## src/rtl/sn_pkg.sv

```systemverilog
package sn_pkg;
   typedef enum logic [1:0] {
      PH_GET  = 2'd0,
      PH_EXEC = 2'd1,
      PH_PUT  = 2'd2,
      PH_IDLE = 2'd3
   } phase_t;

   localparam int unsigned NUM_PORTS = 2;
endpackage

```

## src/rtl/sn_fifo.sv

```systemverilog
module sn_fifo #(
   parameter int unsigned W     = 16,
   parameter int unsigned DEPTH = 4
) (
   input  logic         clk,
   input  logic         rst_n,
   input  logic         push,
   input  logic [W-1:0] din,
   input  logic         pop,
   output logic [W-1:0] dout,
   output logic         full,
   output logic         empty
);
   localparam int unsigned AW = (DEPTH > 1) ? $clog2(DEPTH) : 1;
   localparam int unsigned CW = $clog2(DEPTH + 1);
   localparam logic [AW-1:0] LAST = AW'(DEPTH - 1);

   if (DEPTH < 2) begin : g_bad_depth
      $error("sn_fifo: DEPTH must be at least 2");
   end
   if (W < 1) begin : g_bad_width
      $error("sn_fifo: W must be at least 1");
   end

   logic [W-1:0]  mem [DEPTH];
   logic [AW-1:0] wptr, rptr;
   logic [CW-1:0] count;
   logic          do_push, do_pop;

   assign full    = (count == CW'(DEPTH));
   assign empty   = (count == '0);
   assign do_push = push && !full;
   assign do_pop  = pop && !empty;
   assign dout    = mem[rptr];

   always_ff @(posedge clk) begin
      if (!rst_n) begin
         wptr  <= '0;
         rptr  <= '0;
         count <= '0;
      end else begin
         if (do_push) begin
            wptr <= (wptr == LAST) ? '0 : wptr + 1'b1;
         end
         if (do_pop) begin
            rptr <= (rptr == LAST) ? '0 : rptr + 1'b1;
         end
         case ({do_push, do_pop})
            2'b10:   count <= count + 1'b1;
            2'b01:   count <= count - 1'b1;
            default: count <= count;
         endcase
      end
   end

   always_ff @(posedge clk) begin
      if (do_push) begin
         mem[wptr] <= din;
      end
   end
endmodule

```

## src/rtl/sn_loop_ctrl.sv

```systemverilog
module sn_loop_ctrl #(
   parameter int unsigned OUTER_N    = 4,
   parameter int unsigned INNER_N    = 64,
   parameter int unsigned PRE_BLOCKS = 2,
   localparam int unsigned KW = (OUTER_N > 1) ? $clog2(OUTER_N) : 1,
   localparam int unsigned JW = (INNER_N > 1) ? $clog2(INNER_N) : 1
) (
   input  logic          clk,
   input  logic          rst_n,
   input  logic          step,
   input  logic          clear,
   output logic [KW-1:0] k_idx,
   output logic [JW-1:0] j_idx,
   output logic          sel_port,
   output logic          last
);
   localparam logic [KW-1:0] K_MAX = KW'(OUTER_N - 1);
   localparam logic [JW-1:0] J_MAX = JW'(INNER_N - 1);

   if (OUTER_N < 2 || INNER_N < 2) begin : g_bad_dom
      $error("sn_loop_ctrl: both loop extents must be at least 2");
   end
   if (PRE_BLOCKS > OUTER_N) begin : g_bad_pre
      $error("sn_loop_ctrl: PRE_BLOCKS exceeds OUTER_N");
   end

   // One table entry per outer block: 1 selects the pre-processed port
   logic [OUTER_N-1:0] sel_tab;
   for (genvar g = 0; g < OUTER_N; g++) begin : g_tab
      assign sel_tab[g] = (g < PRE_BLOCKS);
   end

   assign sel_port = sel_tab[k_idx];
   assign last     = (k_idx == K_MAX) && (j_idx == J_MAX);

   always_ff @(posedge clk) begin
      if (!rst_n || clear) begin
         k_idx <= '0;
         j_idx <= '0;
      end else if (step) begin
         if (j_idx == J_MAX) begin
            j_idx <= '0;
            k_idx <= (k_idx == K_MAX) ? '0 : k_idx + 1'b1;
         end else begin
            j_idx <= j_idx + 1'b1;
         end
      end
   end
endmodule

```

## src/rtl/sn_fire_core.sv

```systemverilog
module sn_fire_core
   import sn_pkg::*;
#(
   parameter int unsigned DATA_W = 16,
   parameter logic [DATA_W-1:0] OFFSET = DATA_W'(17)
) (
   input  logic                 clk,
   input  logic                 rst_n,
   input  logic                 restart,
   input  logic                 sel_port,
   input  logic                 last,
   input  logic [NUM_PORTS-1:0] in_empty,
   input  logic [DATA_W-1:0]    in_data0,
   input  logic [DATA_W-1:0]    in_data1,
   output logic [NUM_PORTS-1:0] in_pop,
   input  logic                 out_full,
   output logic                 out_push,
   output logic [DATA_W-1:0]    out_data,
   output logic                 step,
   output logic                 clear,
   output logic                 done,
   output phase_t               phase
);
   logic [DATA_W-1:0] operand;
   logic [DATA_W-1:0] result;
   logic [DATA_W-1:0] sel_data;
   logic              sel_ok;

   assign sel_data = sel_port ? in_data1 : in_data0;
   assign sel_ok   = !in_empty[sel_port];

   always_comb begin
      in_pop = '0;
      if (phase == PH_GET && sel_ok) begin
         in_pop[sel_port] = 1'b1;
      end
   end

   assign out_push = (phase == PH_PUT) && !out_full;
   assign out_data = result;
   assign step     = out_push;
   assign clear    = (phase == PH_IDLE) && restart;
   assign done     = (phase == PH_IDLE);

   always_ff @(posedge clk) begin
      if (!rst_n) begin
         phase   <= PH_GET;
         operand <= '0;
         result  <= '0;
      end else begin
         case (phase)
            PH_GET: begin
               if (sel_ok) begin
                  operand <= sel_data;
                  phase   <= PH_EXEC;
               end
            end
            PH_EXEC: begin
               result <= operand + OFFSET;
               phase  <= PH_PUT;
            end
            PH_PUT: begin
               if (!out_full) begin
                  phase <= last ? PH_IDLE : PH_GET;
               end
            end
            default: begin
               if (restart) begin
                  phase <= PH_GET;
               end
            end
         endcase
      end
   end
endmodule

```

## src/rtl/sn_stream_node.sv

```systemverilog
module sn_stream_node
   import sn_pkg::*;
#(
   parameter int unsigned DATA_W     = 16,
   parameter int unsigned FIFO_DEPTH = 4,
   parameter int unsigned OUTER_N    = 4,
   parameter int unsigned INNER_N    = 64,
   parameter int unsigned PRE_BLOCKS = 2,
   parameter logic [DATA_W-1:0] OFFSET = DATA_W'(17)
) (
   input  logic              clk,
   input  logic              rst_n,
   input  logic              restart,
   input  logic              src_wr,
   input  logic [DATA_W-1:0] src_data,
   output logic              src_ready,
   input  logic              pre_wr,
   input  logic [DATA_W-1:0] pre_data,
   output logic              pre_ready,
   input  logic              res_rd,
   output logic [DATA_W-1:0] res_data,
   output logic              res_valid,
   output logic              done
);
   localparam int unsigned KW = (OUTER_N > 1) ? $clog2(OUTER_N) : 1;
   localparam int unsigned JW = (INNER_N > 1) ? $clog2(INNER_N) : 1;

   logic [NUM_PORTS-1:0] in_wr;
   logic [DATA_W-1:0]    in_din  [NUM_PORTS];
   logic [DATA_W-1:0]    in_dout [NUM_PORTS];
   logic [NUM_PORTS-1:0] in_full;
   logic [NUM_PORTS-1:0] in_empty;
   logic [NUM_PORTS-1:0] in_pop;

   logic              out_push, out_full, out_empty;
   logic [DATA_W-1:0] out_din;
   logic              step, clear, sel_port, last;
   logic [KW-1:0]     k_idx;
   logic [JW-1:0]     j_idx;
   phase_t            phase;

   assign in_wr[0]  = src_wr;
   assign in_din[0] = src_data;
   assign in_wr[1]  = pre_wr;
   assign in_din[1] = pre_data;
   assign src_ready = !in_full[0];
   assign pre_ready = !in_full[1];

   for (genvar p = 0; p < NUM_PORTS; p++) begin : g_in
      sn_fifo #(.W(DATA_W), .DEPTH(FIFO_DEPTH)) q_i (
         .clk   (clk),
         .rst_n (rst_n),
         .push  (in_wr[p]),
         .din   (in_din[p]),
         .pop   (in_pop[p]),
         .dout  (in_dout[p]),
         .full  (in_full[p]),
         .empty (in_empty[p])
      );
   end

   sn_loop_ctrl #(
      .OUTER_N(OUTER_N), .INNER_N(INNER_N), .PRE_BLOCKS(PRE_BLOCKS)
   ) ctrl_i (
      .clk      (clk),
      .rst_n    (rst_n),
      .step     (step),
      .clear    (clear),
      .k_idx    (k_idx),
      .j_idx    (j_idx),
      .sel_port (sel_port),
      .last     (last)
   );

   sn_fire_core #(.DATA_W(DATA_W), .OFFSET(OFFSET)) core_i (
      .clk      (clk),
      .rst_n    (rst_n),
      .restart  (restart),
      .sel_port (sel_port),
      .last     (last),
      .in_empty (in_empty),
      .in_data0 (in_dout[0]),
      .in_data1 (in_dout[1]),
      .in_pop   (in_pop),
      .out_full (out_full),
      .out_push (out_push),
      .out_data (out_din),
      .step     (step),
      .clear    (clear),
      .done     (done),
      .phase    (phase)
   );

   sn_fifo #(.W(DATA_W), .DEPTH(FIFO_DEPTH)) out_q_i (
      .clk   (clk),
      .rst_n (rst_n),
      .push  (out_push),
      .din   (out_din),
      .pop   (res_rd),
      .dout  (res_data),
      .full  (out_full),
      .empty (out_empty)
   );

   assign res_valid = !out_empty;
endmodule

```

## config.mk

```make
export PLATFORM = sky130hd
export DESIGN_NAME = sn_stream_node
export DESIGN_NICKNAME = d
export VERILOG_FILES = /design/src/rtl/sn_pkg.sv /design/src/rtl/sn_fifo.sv /design/src/rtl/sn_loop_ctrl.sv /design/src/rtl/sn_fire_core.sv /design/src/rtl/sn_stream_node.sv
export SDC_FILE = /design/constraint.sdc
export NUM_CORES = 1
export LEC_CHECK = 0
export BUFFER_PORTS_ARGS = -buffer_cell sky130_fd_sc_hd__buf_4
export CAP_MARGIN = 0
export CELL_PAD_IN_SITES_DETAIL_PLACEMENT = 0
export CELL_PAD_IN_SITES_GLOBAL_PLACEMENT = 1
export CORE_MARGIN = 3
export CORE_UTILIZATION = 30
export CTS_CLUSTER_SIZE = 30
export DETAILED_ROUTE_END_ITERATION = 10
export GPL_TIMING_DRIVEN = 0
export PLACE_DENSITY = 0.48
export SYNTH_ARGS = -nofsm -noshare
export SYNTH_HDL_FRONTEND = slang
export SYNTH_SLANG_ARGS = --single-unit
```

## constraint.sdc

```tcl
create_clock -name clk -period 2.85 [get_ports clk]
set_clock_uncertainty 0.15 [all_clocks]
set_input_delay 0.1425 -clock clk [delete_from_list [all_inputs] [get_ports clk]]
set_output_delay 0.1425 -clock clk [all_outputs]
set_load 0.02 [all_outputs]
```

* Yosys cells after proc, flatten, opt, wreduce, memory -nomap -nowiden
Memories as Yosys holds them, arrays and structs flattened. A register that Yosys moved wholly into a read port is not among the register bits.
Cells that the tools add are included.
** Cells by class
- Multiplexer cells :: 36
- $lt $le $gt $ge :: 3
- Reduce and logical (&&, ||, !) cells :: 31
- Bitwise gates (word level) :: 1
- Add/subtract/negate cells :: 15
- Equality and inequality tests :: 22
** Operators with widths (count)
- 2-to-1 mux 2 bit :: 18
- equality test 2 bit, second input constant :: 12
- one-hot mux 3 bit (2 select lines) :: 3
- adder 16 x 5 -> 16 bit, second input constant :: 1
- 2-to-1 mux 16 bit :: 1
- adder 2 x 1 -> 2 bit, second input constant :: 7
- logical AND 1 bit :: 11
- 2-to-1 mux 1 bit :: 10
- adder 3 x 1 -> 3 bit, second input constant :: 3
- equality test 3 bit, second input constant :: 3
- logical NOT 3 bit :: 3
- subtractor 3 x 1 -> 3 bit, second input constant :: 3
- equality test 2 x 1 -> 1 bit, second input constant :: 4
- logical NOT 1 bit :: 8
- adder 6 x 1 -> 6 bit, second input constant :: 1
- equality test 6 bit, second input constant :: 1
- 2-to-1 mux 6 bit :: 1
- one-hot mux 2 bit (3 select lines) :: 1
- nonzero test 2 bit :: 3
- inequality test 2 bit, second input constant :: 2
- AND reduction 2 bit :: 2
- nonzero test 4 bit :: 1
- < comparator 2 x 3 -> 1 bit, second input constant :: 1
- AND reduction 3 bit :: 1
- 7 further kinds :: 7
** Word-level totals
- Input bits :: 38
- RAM bits :: 192
- Register bits after elaboration :: 63
- Logic and storage cells :: 125
- Output and inout bits :: 20
- Memories :: 3
** Memories
- g_in[0].q_i.mem :: depth 4, bits a word 16, read ports 1, clocked after memory_dff 1, write ports 1, line sn_fifo.sv:25 : logic [W-1:0] mem [DEPTH];
- g_in[1].q_i.mem :: depth 4, bits a word 16, read ports 1, clocked after memory_dff 1, write ports 1, line sn_fifo.sv:25
- out_q_i.mem :: depth 4, bits a word 16, read ports 1, clocked after memory_dff 1, write ports 1, line sn_fifo.sv:25

* Depth between registers and ports, before layout
Gate-level depths: netlist of the first run.
- Depth in word-level cells :: 10
- Depth in mapped cells :: 9
- Mapped depth without buffers :: 9

* Cells and area by module
From an unflattened synthesis of the first run, not the netlist that was laid out.
** Unflattened totals
- Cell total of the unflattened synthesis :: 631
- Area, all modules :: 10491.3 um2
** By module, submodules not included
- sn_fifo :: times used 3, area each 2840.2 um2, cells an instance 140, sequential area each 2102.0 um2
- sn_fire_core :: times used 1, area each 1590.3 um2, cells an instance 166, sequential area each 680.7 um2
- sn_loop_ctrl :: times used 1, area each 369.1 um2, cells an instance 42, sequential area each 160.2 um2
- sn_stream_node :: times used 1, area each 11.3 um2, cells an instance 3, sequential area each 0.0 um2

* Worst setup path before layout of the first run
OpenSTA, ideal clock, no wires.
- Path kind :: reg-to-reg
- Start point :: reg ctrl_i.k_idx[1]
- End point :: reg g_in[0].q_i.count[2]
- Data arrival time :: 2.206 ns
- Setup slack :: 0.423 ns
- Buffers on the path :: 1
- Data required time :: 2.630 ns
- Cell stages (with the launch flop) :: 10
- Setup time :: 0.070 ns
- Period minus slack after synthesis :: 2.427 ns
- Path through :: dfxtp_1 > buf_6 > or3b_4 > nor2_2 > ha_1 > inv_1 > fa_1 > xor2_1 > or3_1 > a21oi_1
** Between the ends
- Cells in the longest elaborated chain, start to end :: 10
- Elaborated cells between the ends (all ways) :: 17
- Classes of those cells :: order compare (2); eq/ne (2); mux (8); reduce/logical (5)
** RTL lines
- start: declaration :: line sn_loop_ctrl.sv:12 : output logic [KW-1:0] k_idx,
- start signal: assignment :: line sn_loop_ctrl.sv:43 : k_idx <= (k_idx == K_MAX) ? '0 : k_idx + 1'b1;
- binary-select mux 1 bit (select 2 bit) (*) :: line sn_loop_ctrl.sv:33 : assign sel_port = sel_tab[k_idx];
- 2-to-1 mux 1 bit (implied by the code) (*) :: line sn_loop_ctrl.sv:33
- < comparator 1 x 2 -> 1 bit (implied by the code) (tied with other cells) :: line sn_fire_core.sv:35 : in_pop[sel_port] = 1'b1;
- logical AND 1 bit (implied by the code) / 2-to-1 mux 1 bit (equally long branches) :: line sn_fire_core.sv:35, sn_fire_core.sv:30
- 2-to-1 mux 1 bit (implied by the code) / logical NOT 1 bit (equally long branches) :: line sn_fire_core.sv:35, sn_fire_core.sv:30
- demux 1 bit (select 1 bit) / logical AND 1 bit (equally long branches)
- 2-to-1 mux 2 bit (*) :: line sn_fire_core.sv:34 : if (phase == PH_GET && sel_ok) begin
- logical AND 1 bit (*) :: line sn_fifo.sv:33 : assign do_pop = pop && !empty;
- equality test 2 x 1 -> 1 bit / equality test 2 bit (equally long branches) :: line sn_fifo.sv:48 : case ({do_push, do_pop})
- one-hot mux 3 bit (2 select lines) / nonzero test 2 bit (equally long branches)
- end signal: assignment :: line sn_fifo.sv:49 : 2'b10: count <= count + 1'b1;
- end signal: assignment :: line sn_fifo.sv:50 : 2'b01: count <= count - 1'b1;
- end signal: assignment :: line sn_fifo.sv:51 : default: count <= count;
- end: declaration :: line sn_fifo.sv:27 : logic [CW-1:0] count;
Mark *: on every way between the ends. The rest lies on a longest branch, timed or not. The select of a mux whose other input is x is not followed.
A chain may end at the register's enable or synchronous reset.

* Final worst setup path of the first run
Same ends and word-level chain as after synthesis.

==> summary.md, run 1 <==
| Metric | Value |
|---|---|
| Antenna diodes | `0` |
| RSZ-0062 raised after global routing | `no` |
| Hold Path Class | `in -> reg` |
| Cells after DPL | `1125` |
| Slew margin rel. | `0.328` |
| Skew-Pair Late Insertion Delay | `560 ps` |
| YS warnings | `0` |
| Antenna violations before repair | `0` |
| IO buf count | `56` |
| # Max-Cap Violations | `0` |
| WL per Instance | `17.2 um` |
| Vias in the first global route | `5777` |
| Core area | `33700 sq um` |
| Area Overhead vs Synth | `23.3%` |
| Most used DFF post-synth | `edfxtp_1` |
| Seq cells post-synth | `261` |
| # clock sinks | `261` |
| Worst Max-Slew Pin Slew | `1010 ps` |
| Synth Area per Inst | `16.6 sq um` |
| ANT nets after route | `0` |
| Hold-fix buffers, CTS | `37` |
| Post-CTS setup buffer count | `0` |
| Sequential-to-total area share from yosys stat | `0.694` |
| CP delay by family, top | `simple AND/OR/NAND/NOR gates` |
| Power Dens Cells | `879 nW/um^2` |
| Crit-path cells | `buf_6 -> or3b_4 -> nor2_2 -> ha_1 -> inv_1 -> fa_1 -> xor2_1 -> or3_1 -> a21oi_1` |
| Total area of sequential cells | `7150 sq um` |
| Worst Setup Start Kind | `flop` |
| Fill cells | `3170` |
| Synth area leaders | `edfxtp_1, dfxtp_1, mux4_2` |
| Reg clk slew, reported paths | `60 ps` |
| Net Sw Frac | `0.276` |
| Die width | `191 um` |
| Synthesized Nets | `683` |
| Leakage | `4.29 nW` |
| Critical path arrival | `2940 ps` |
| Drt pass-1 iters | `4` |
| Netlist cell types | `49` |
| Mapped cell area | `10300 sq um` |
| CTS buffer count | `30` |
| Clock network power share | `0.357` |
| Period Utilization, post-route | `0.923` |
| Final Hold Viols | `0` |
| Root Driver | `clkbuf_16` |
| Most frequent cell after synthesis | `edfxtp_1` |
| Worst path required time | `3160 ps` |
| Overall power | `11.2 mW` |
| Routed Wire Length | `21000 um` |
| Sequential share of power | `0.448` |
| Async S/R FF share, synth | `0` |
| Top cell type's share of synthesized area | `0.560` |
| Setup Slack @ Placement | `200 ps` |
| GR Util All Layers | `0.116` |
| Peak VDD IR | `0.465 mV` |
| Final Max Tran Viols | `0` |
| NetSw | `3.08 mW` |
| Minimum clock period | `2630 ps` |
| Vias per std cell | `4.52` |
| Count of flip-flops with a built-in enable after synthesis | `192` |
| Via count | `5509` |
| CTS tree | `built` |
| Internal power | `8.08 mW` |
| Post-CTS sizing | `0` |
| Die Ht | `191 um` |
| Worst Path Buf+Inv | `2` |
| Gr ovfl total | `0` |
| Slowest CP cell | `or3b_4` |
| Sum Neg Setup Slack | `0 ps` |
| Starting density of the core | `0.305` |
| CP max FO | `10` |
| DRC viols | `0` |
| Outcome | `completed` |
| Final WS setup | `220 ps` |
| Critical path class | `reg -> reg` |
| IO Pins | `58` |
| Footprint of the multi-input gates | `2930 sq um` |
| Syn Inst Count | `621` |
| Fin cells | `1218` |
| Post-detail-place hpwl | `14200 um` |
| Combinational share of power | `0.195` |
| CTS H-tree lvls | `1` |
| Final setup violation count | `0` |
| Row count | `67` |
| Nets | `808` |
| Iter 0 DRT Violations | `275` |
| CP max stage delay | `420 ps` |
| Fmax | `0.380 GHz` |
| Routability cong. | `0.727` |
| Layout cell share with drive strength beyond 1 | `0.234` |
| Synth cell count leaders | `edfxtp_1, dfxtp_1, mux4_2, a21oi_1, nor2_1` |
| First-pass GRT wire length | `32600 um` |
| Clock Tree Buf Depth | `3` |
| Die area | `36600 sq um` |
| Synth area leader | `edfxtp_1` |
| CP Capture Type | `flop` |
| Largest net degree at the start of global routing | `17` |
## cell type report
| type | count | area share |
|---|---|---|
| Sequential cell | 261 | 0.563 |
| Timing Repair Buffer | 93 | 0.0623 |
| Clock buffer | 35 | 0.0606 |
| Tap cell | 448 | 0.0442 |
| Multi-Input combinational cell | 315 | 0.231 |
| Clock inverter | 21 | 0.0218 |
| Buffer | 30 | 0.0123 |
| Inverter | 15 | 0.00444 |
## routing by layer
layer,share of wire,up-vias,GRT usage
met3,0.037,43,0.0211
met1,0.43,2731,0.142
li1,-,2647,-
met4,0.025,0,0.0305
met5,0,-,0
met2,0.51,88,0.210
## cell families (layout without fill, tap and decap cells)
| kind of cell | after synthesis | in the layout | synth area share |
|---|---|---|---|
| AOI/OAI and AO/OA | 82 | 82 | 0.0457 |
| xor gates and xnor gates | 22 | 22 | 0.0187 |
| adders and majority gates | 24 | 24 | 0.0314 |
| buffers and inverters | 45 | 194 | 0.0207 |
| DFF | 261 | 261 | 0.694 |
| muxes | 72 | 72 | 0.129 |
| and+or+nand+nor | 115 | 115 | 0.0607 |
## final timing paths
| kind | endpoint | startpoint | slack, ps | depth (start not counted) |
|---|---|---|---|---|
| min | core_i.phase[0] | rst_n | 10 | 2 |
| min reg2reg | ctrl_i.k_idx[0] | ctrl_i.k_idx[0] | 320 | 2 |
| max reg2reg | g_in[0].q_i.count[2] | ctrl_i.k_idx[1] | 220 | 9 |
| max | g_in[0].q_i.count[2] | ctrl_i.k_idx[1] | 220 | 9 |
## worst register-to-register path, delay by kind of cell, from the launching register on
kind	cells	cell delay (ps)
simple gates	3	920
fa+ha+maj	2	590
flops	1	350
buf+inv	2	240
xor+xnor	1	160
compound gates	1	150
## placed cells by master (no fill, tap or decap), types with 15 or more instances in the layout
master	instances
clkbuf_16	30
o21ai_1	15
nor2_1	28
nand2_1	23
a21oi_1	40
dlygate4sd3_1	37
edfxtp_1	192
buf_4	58
mux2i_1	22
mux4_2	48
ha_1	21
dfxtp_1	69
## registers in the layout, summed over array words and instances (netlist names), named ones only
name             count
g_in.q_i.wptr        4
ctrl_i.j_idx         6
g_in.q_i.mem       128
out_q_i.count        3
out_q_i.mem         64
out_q_i.rptr         2
core_i.phase         2
core_i.operand      16
core_i.out_data     16
g_in.q_i.rptr        4
out_q_i.wptr         2
g_in.q_i.count       6
ctrl_i.k_idx         2
## through the flow
step,hold WS [ps],utilization,instance area (sq um)
3_5_place_dp,196,0.335,11300
2_1_floorplan,91.4,-,10300
3_3_place_gp,190,0.335,11300
6_report,10.9,0.377,12700
5_1_grt,20.2,0.377,12700
4_1_cts,7.54,0.377,12700
## power groups by stage
stage / Sequential, mW / Clock (mW) / Combinational [mW]
6_report: 5.00 / 3.98 / 2.18
5_1_grt: 5.06 / 4.28 / 2.42
4_1_cts: 5.00 / 4.12 / 2.23
3_5_place_dp: 5.08 / 0 / 2.18
3_3_place_gp: 5.05 / 0 / 2.14
2_1_floorplan: 4.94 / 0 / 1.54
Note: power is estimated with default switching activity, not from simulation.
==> run 2, diff against run 1 <==
ABC_AREA = 1   (was default)
PLACE_DENSITY = 0.51   (was 0.48)
clock period = 2.9 ns   (was 2.85 ns; I/O delays follow)
==> summary.md, run 2 <==
| Metric | Value |
|---|---|
| Most used DFF post-synth | `edfxtp_1` |
| RSZ-0062 raised after global routing | `no` |
| Iter 0 DRT Violations | `308 (+12%)` |
| Synth area leader | `edfxtp_1` |
| Simple-gate area share of the yosys netlist | `0.190 (+0.129)` |
| CTS buffer count | `29 (-3.3%)` |
| Vias per std cell | `4.31 (-4.8%)` |
| Synth cell count leaders | `nand2_1, edfxtp_1, inv_1, nand3_1, nor2_1` |
| Hold Crit Start | `src_wr` |
| Nets | `1302 (+61%)` |
| Most frequent cells in the layout | `nand2_1, edfxtp_1, inv_1` |
| Gr ovfl total | `0 (unchanged)` |
| Most common cell after layout, fill and taps aside | `nand2_1` |
| Outcome | `completed` |
| ANT nets after route | `0 (unchanged)` |
| Reg2reg start | `g_in[0].q_i.count[0]` |
| Post-CTS setup buffer count | `0 (unchanged)` |
| Antenna violations before repair | `0 (unchanged)` |
| Skew-Pair Late Insertion Delay | `550 ps (about the same)` |
| Async S/R FF share, synth | `0 (unchanged)` |
| Area Overhead vs Synth | `22.8%` |
| Mapped cell area | `11000 sq um (+6.8%)` |
| Post-Synth Adder-Cell Area | `0.0294 (-0.00199)` |
| Hold depth | `3 (+1)` |
| Routed Wire Length | `26300 um (+25%)` |
| Critical path arrival | `2170 ps (-770 ps)` |
| Max FFs per register | `128 (unchanged)` |
| Fin cells | `1722 (+41%)` |
| FF-to-FF End | `g_in[0].q_i.count[2]` |
| Layout cell share with drive strength beyond 1 | `0.121 (-0.113)` |
| Post-CTS sizing | `0 (unchanged)` |
| Sum Neg Setup Slack | `0 ps (unchanged)` |
| R2R depth | `10 (+1)` |
| WHS Endpoint | `g_in[0].q_i.wptr[1]` |
| Worst path required time | `2610 ps (-550 ps)` |
| Mux cell area share after synthesis | `0 (-0.129)` |
| Netlist cell types | `30 (-39%)` |
| Leakage | `5.49 nW (+28%)` |
| Reg clk slew, reported paths | `60 ps (about the same)` |
| YS warnings | `0 (unchanged)` |
| Row count | `69 (+3.0%)` |
| Count of flip-flops with a built-in enable after synthesis | `192 (unchanged)` |
| Power Dens Cells | `862 nW/um^2 (-2.0%)` |
| Die area | `39000 sq um (+6.6%)` |
| Worst Setup Start Kind | `flop` |
| R2R setup slack | `480 ps (+260 ps)` |
| Final Max Tran Viols | `0 (unchanged)` |
| Clock Tree Buf Depth | `3 (unchanged)` |
| Synthesized Nets | `1166 (+71%)` |
| GR Util All Layers | `0.138 (+0.0216)` |
| Seq cells post-synth | `261 (unchanged)` |
| Minimum clock period | `2460 ps` |
| Drt pass-1 iters | `4 (unchanged)` |
| IO buf count | `57 (+1.8%)` |
| Synth area leaders | `edfxtp_1, dfxtp_1, nand2_1` |
| Most frequent cell after synthesis | `nand2_1` |
| Final setup violation count | `0 (unchanged)` |
| Routability cong. | `0.733 (+0.87%)` |
| Top reg by flops | `g_in.q_i.mem` |
| Fmax | `0.406 GHz` |
| Starting density of the core | `0.307 (+0.00131)` |
| CTS H-tree lvls | `1 (unchanged)` |
| Final Hold Viols | `0 (unchanged)` |
| Peak VDD IR | `0.464 mV (-0.11%)` |
| Post-detail-place hpwl | `18500 um (+30%)` |
| Via count | `7415 (+35%)` |
| Top cell type's share of synthesized area | `0.525 (-0.0355)` |
| Die width | `197 um (+3.2%)` |
| Hold-fix buffers, CTS | `36 (-2.7%)` |
| First-pass GRT wire length | `41900 um (+28%)` |
| Antenna diodes | `0 (unchanged)` |
| Largest net degree at the start of global routing | `17 (unchanged)` |
| WL per Instance | `15.3 um (-11%)` |
| IO Pins | `58 (unchanged)` |
| Root Driver | `clkbuf_16` |
| Synth Area per Inst | `9.96 sq um (-40%)` |
| Synth Area in XOR/XNOR | `0.00558 (-0.0131)` |
| Core area | `35800 sq um (+6.3%)` |
| Hold Path Class | `in -> reg` |
| Fin util | `0.377 (about the same)` |
| CTS tree | `built` |
| CP Capture Type | `output port` |
| Sequential-to-total area share from yosys stat | `0.650 (-0.0440)` |
| Largest regs | `g_in.q_i.mem (128), out_q_i.mem (64)` |
| Compound-gate portion of the synthesized area | `0.0584 (+0.0127)` |
| # Max-Cap Violations | `0 (unchanged)` |
| Critical path class | `reg -> out` |
| Largest family of logic cells by synthesized area | `simple AND/OR/NAND/NOR gates` |
| Worst Max-Slew Pin Slew | `645 ps (-363 ps)` |
| DRC viols | `0 (unchanged)` |
| Vias in the first global route | `7475 (+29%)` |
| Slew margin rel. | `0.570 (+0.242)` |
| Period Utilization, post-route | `0.849` |
| Cells after DPL | `1634 (+45%)` |
| CP max FO | `10 (unchanged)` |
| # clock sinks | `261 (unchanged)` |
| Syn Inst Count | `1104 (+78%)` |
| Die Ht | `197 um (+3.2%)` |
run 2: through the flow:
stage | total power, mW | cell area, sq um | setup WS [ps] | hold slack, ps
4_1_cts | 11.9 | 13500 | 402 | 98.5
6_report | 11.6 | 13500 | 437 | 102
2_1_floorplan | 6.90 | 11000 | 747 | 93.9
3_5_place_dp | 8.15 | 12200 | 465 | 200
3_3_place_gp | 8.07 | 12000 | 2.00 | 199
5_1_grt | 12.5 | 13500 | 222 | 124
run 2: area by class of cell:
type | count | area, sq um
Clock inverter | 15 | 174
Tap cell | 461 | 577
Multi-Input combinational cell | 663 | 3140
Fill cell | 3578 | 22300
Inverter | 138 | 523
Buffer | 42 | 210
Timing Repair Buffer | 105 | 961
Sequential cell | 261 | 7150
Clock buffer | 37 | 766
run 2: power by group:
| group | leakage (nW) | switching (mW) | internal [mW] |
|---|---|---|---|
| Sequential | 2.33 | 0.325 | 4.62 |
| Combinational | 2.71 | 1.99 | 1.08 |
| Clock | 0.455 | 1.41 | 2.20 |
run 2: worst max path at each step:
stage / start / endpoint / slack (ps) / depth (start not counted)
finish: flop / res_data[13] / 440 / 5
global route: out_q_i.count[0] / out_q_i.count[2] / 220 / 11
detailed placement: g_in[0].q_i.count[0] / g_in[0].q_i.count[2] / 470 / 10
global placement: g_in[0].q_i.count[1] / g_in[0].q_i.mem[0][0] / 2 / 4
floorplan: g_in[0].q_i.count[0] / g_in[0].q_i.count[2] / 750 / 10
CTS: flop / res_data[13] / 400 / 5
run 2: kinds of logic after synthesis:
| group | Yosys count |
|---|---|
| AO/OA/AOI/OAI | 121 |
| XOR/XNOR | 7 |
| adder cells (fa/ha/maj) | 24 |
| buffers and inverters | 180 |
| flip-flops | 261 |
| AND/OR/NAND/NOR | 511 |
run 2: critical path: stages, from the launching register on:
cell      delay, ps
dfxtp_1         410
inv_1           240
clkbuf_1        420
o21ai_0         160
o22ai_1         210
buf_4           190
run 2: per-layer routing:
metal / track usage / part of all wire / vias up
li1: - / - / 3919
met1: 0.180 / 0.47 / 3371
met2: 0.244 / 0.49 / 93
met3: 0.0200 / 0.029 / 32
met4: 0.0280 / 0.018 / 0
met5: 0 / 0 / -
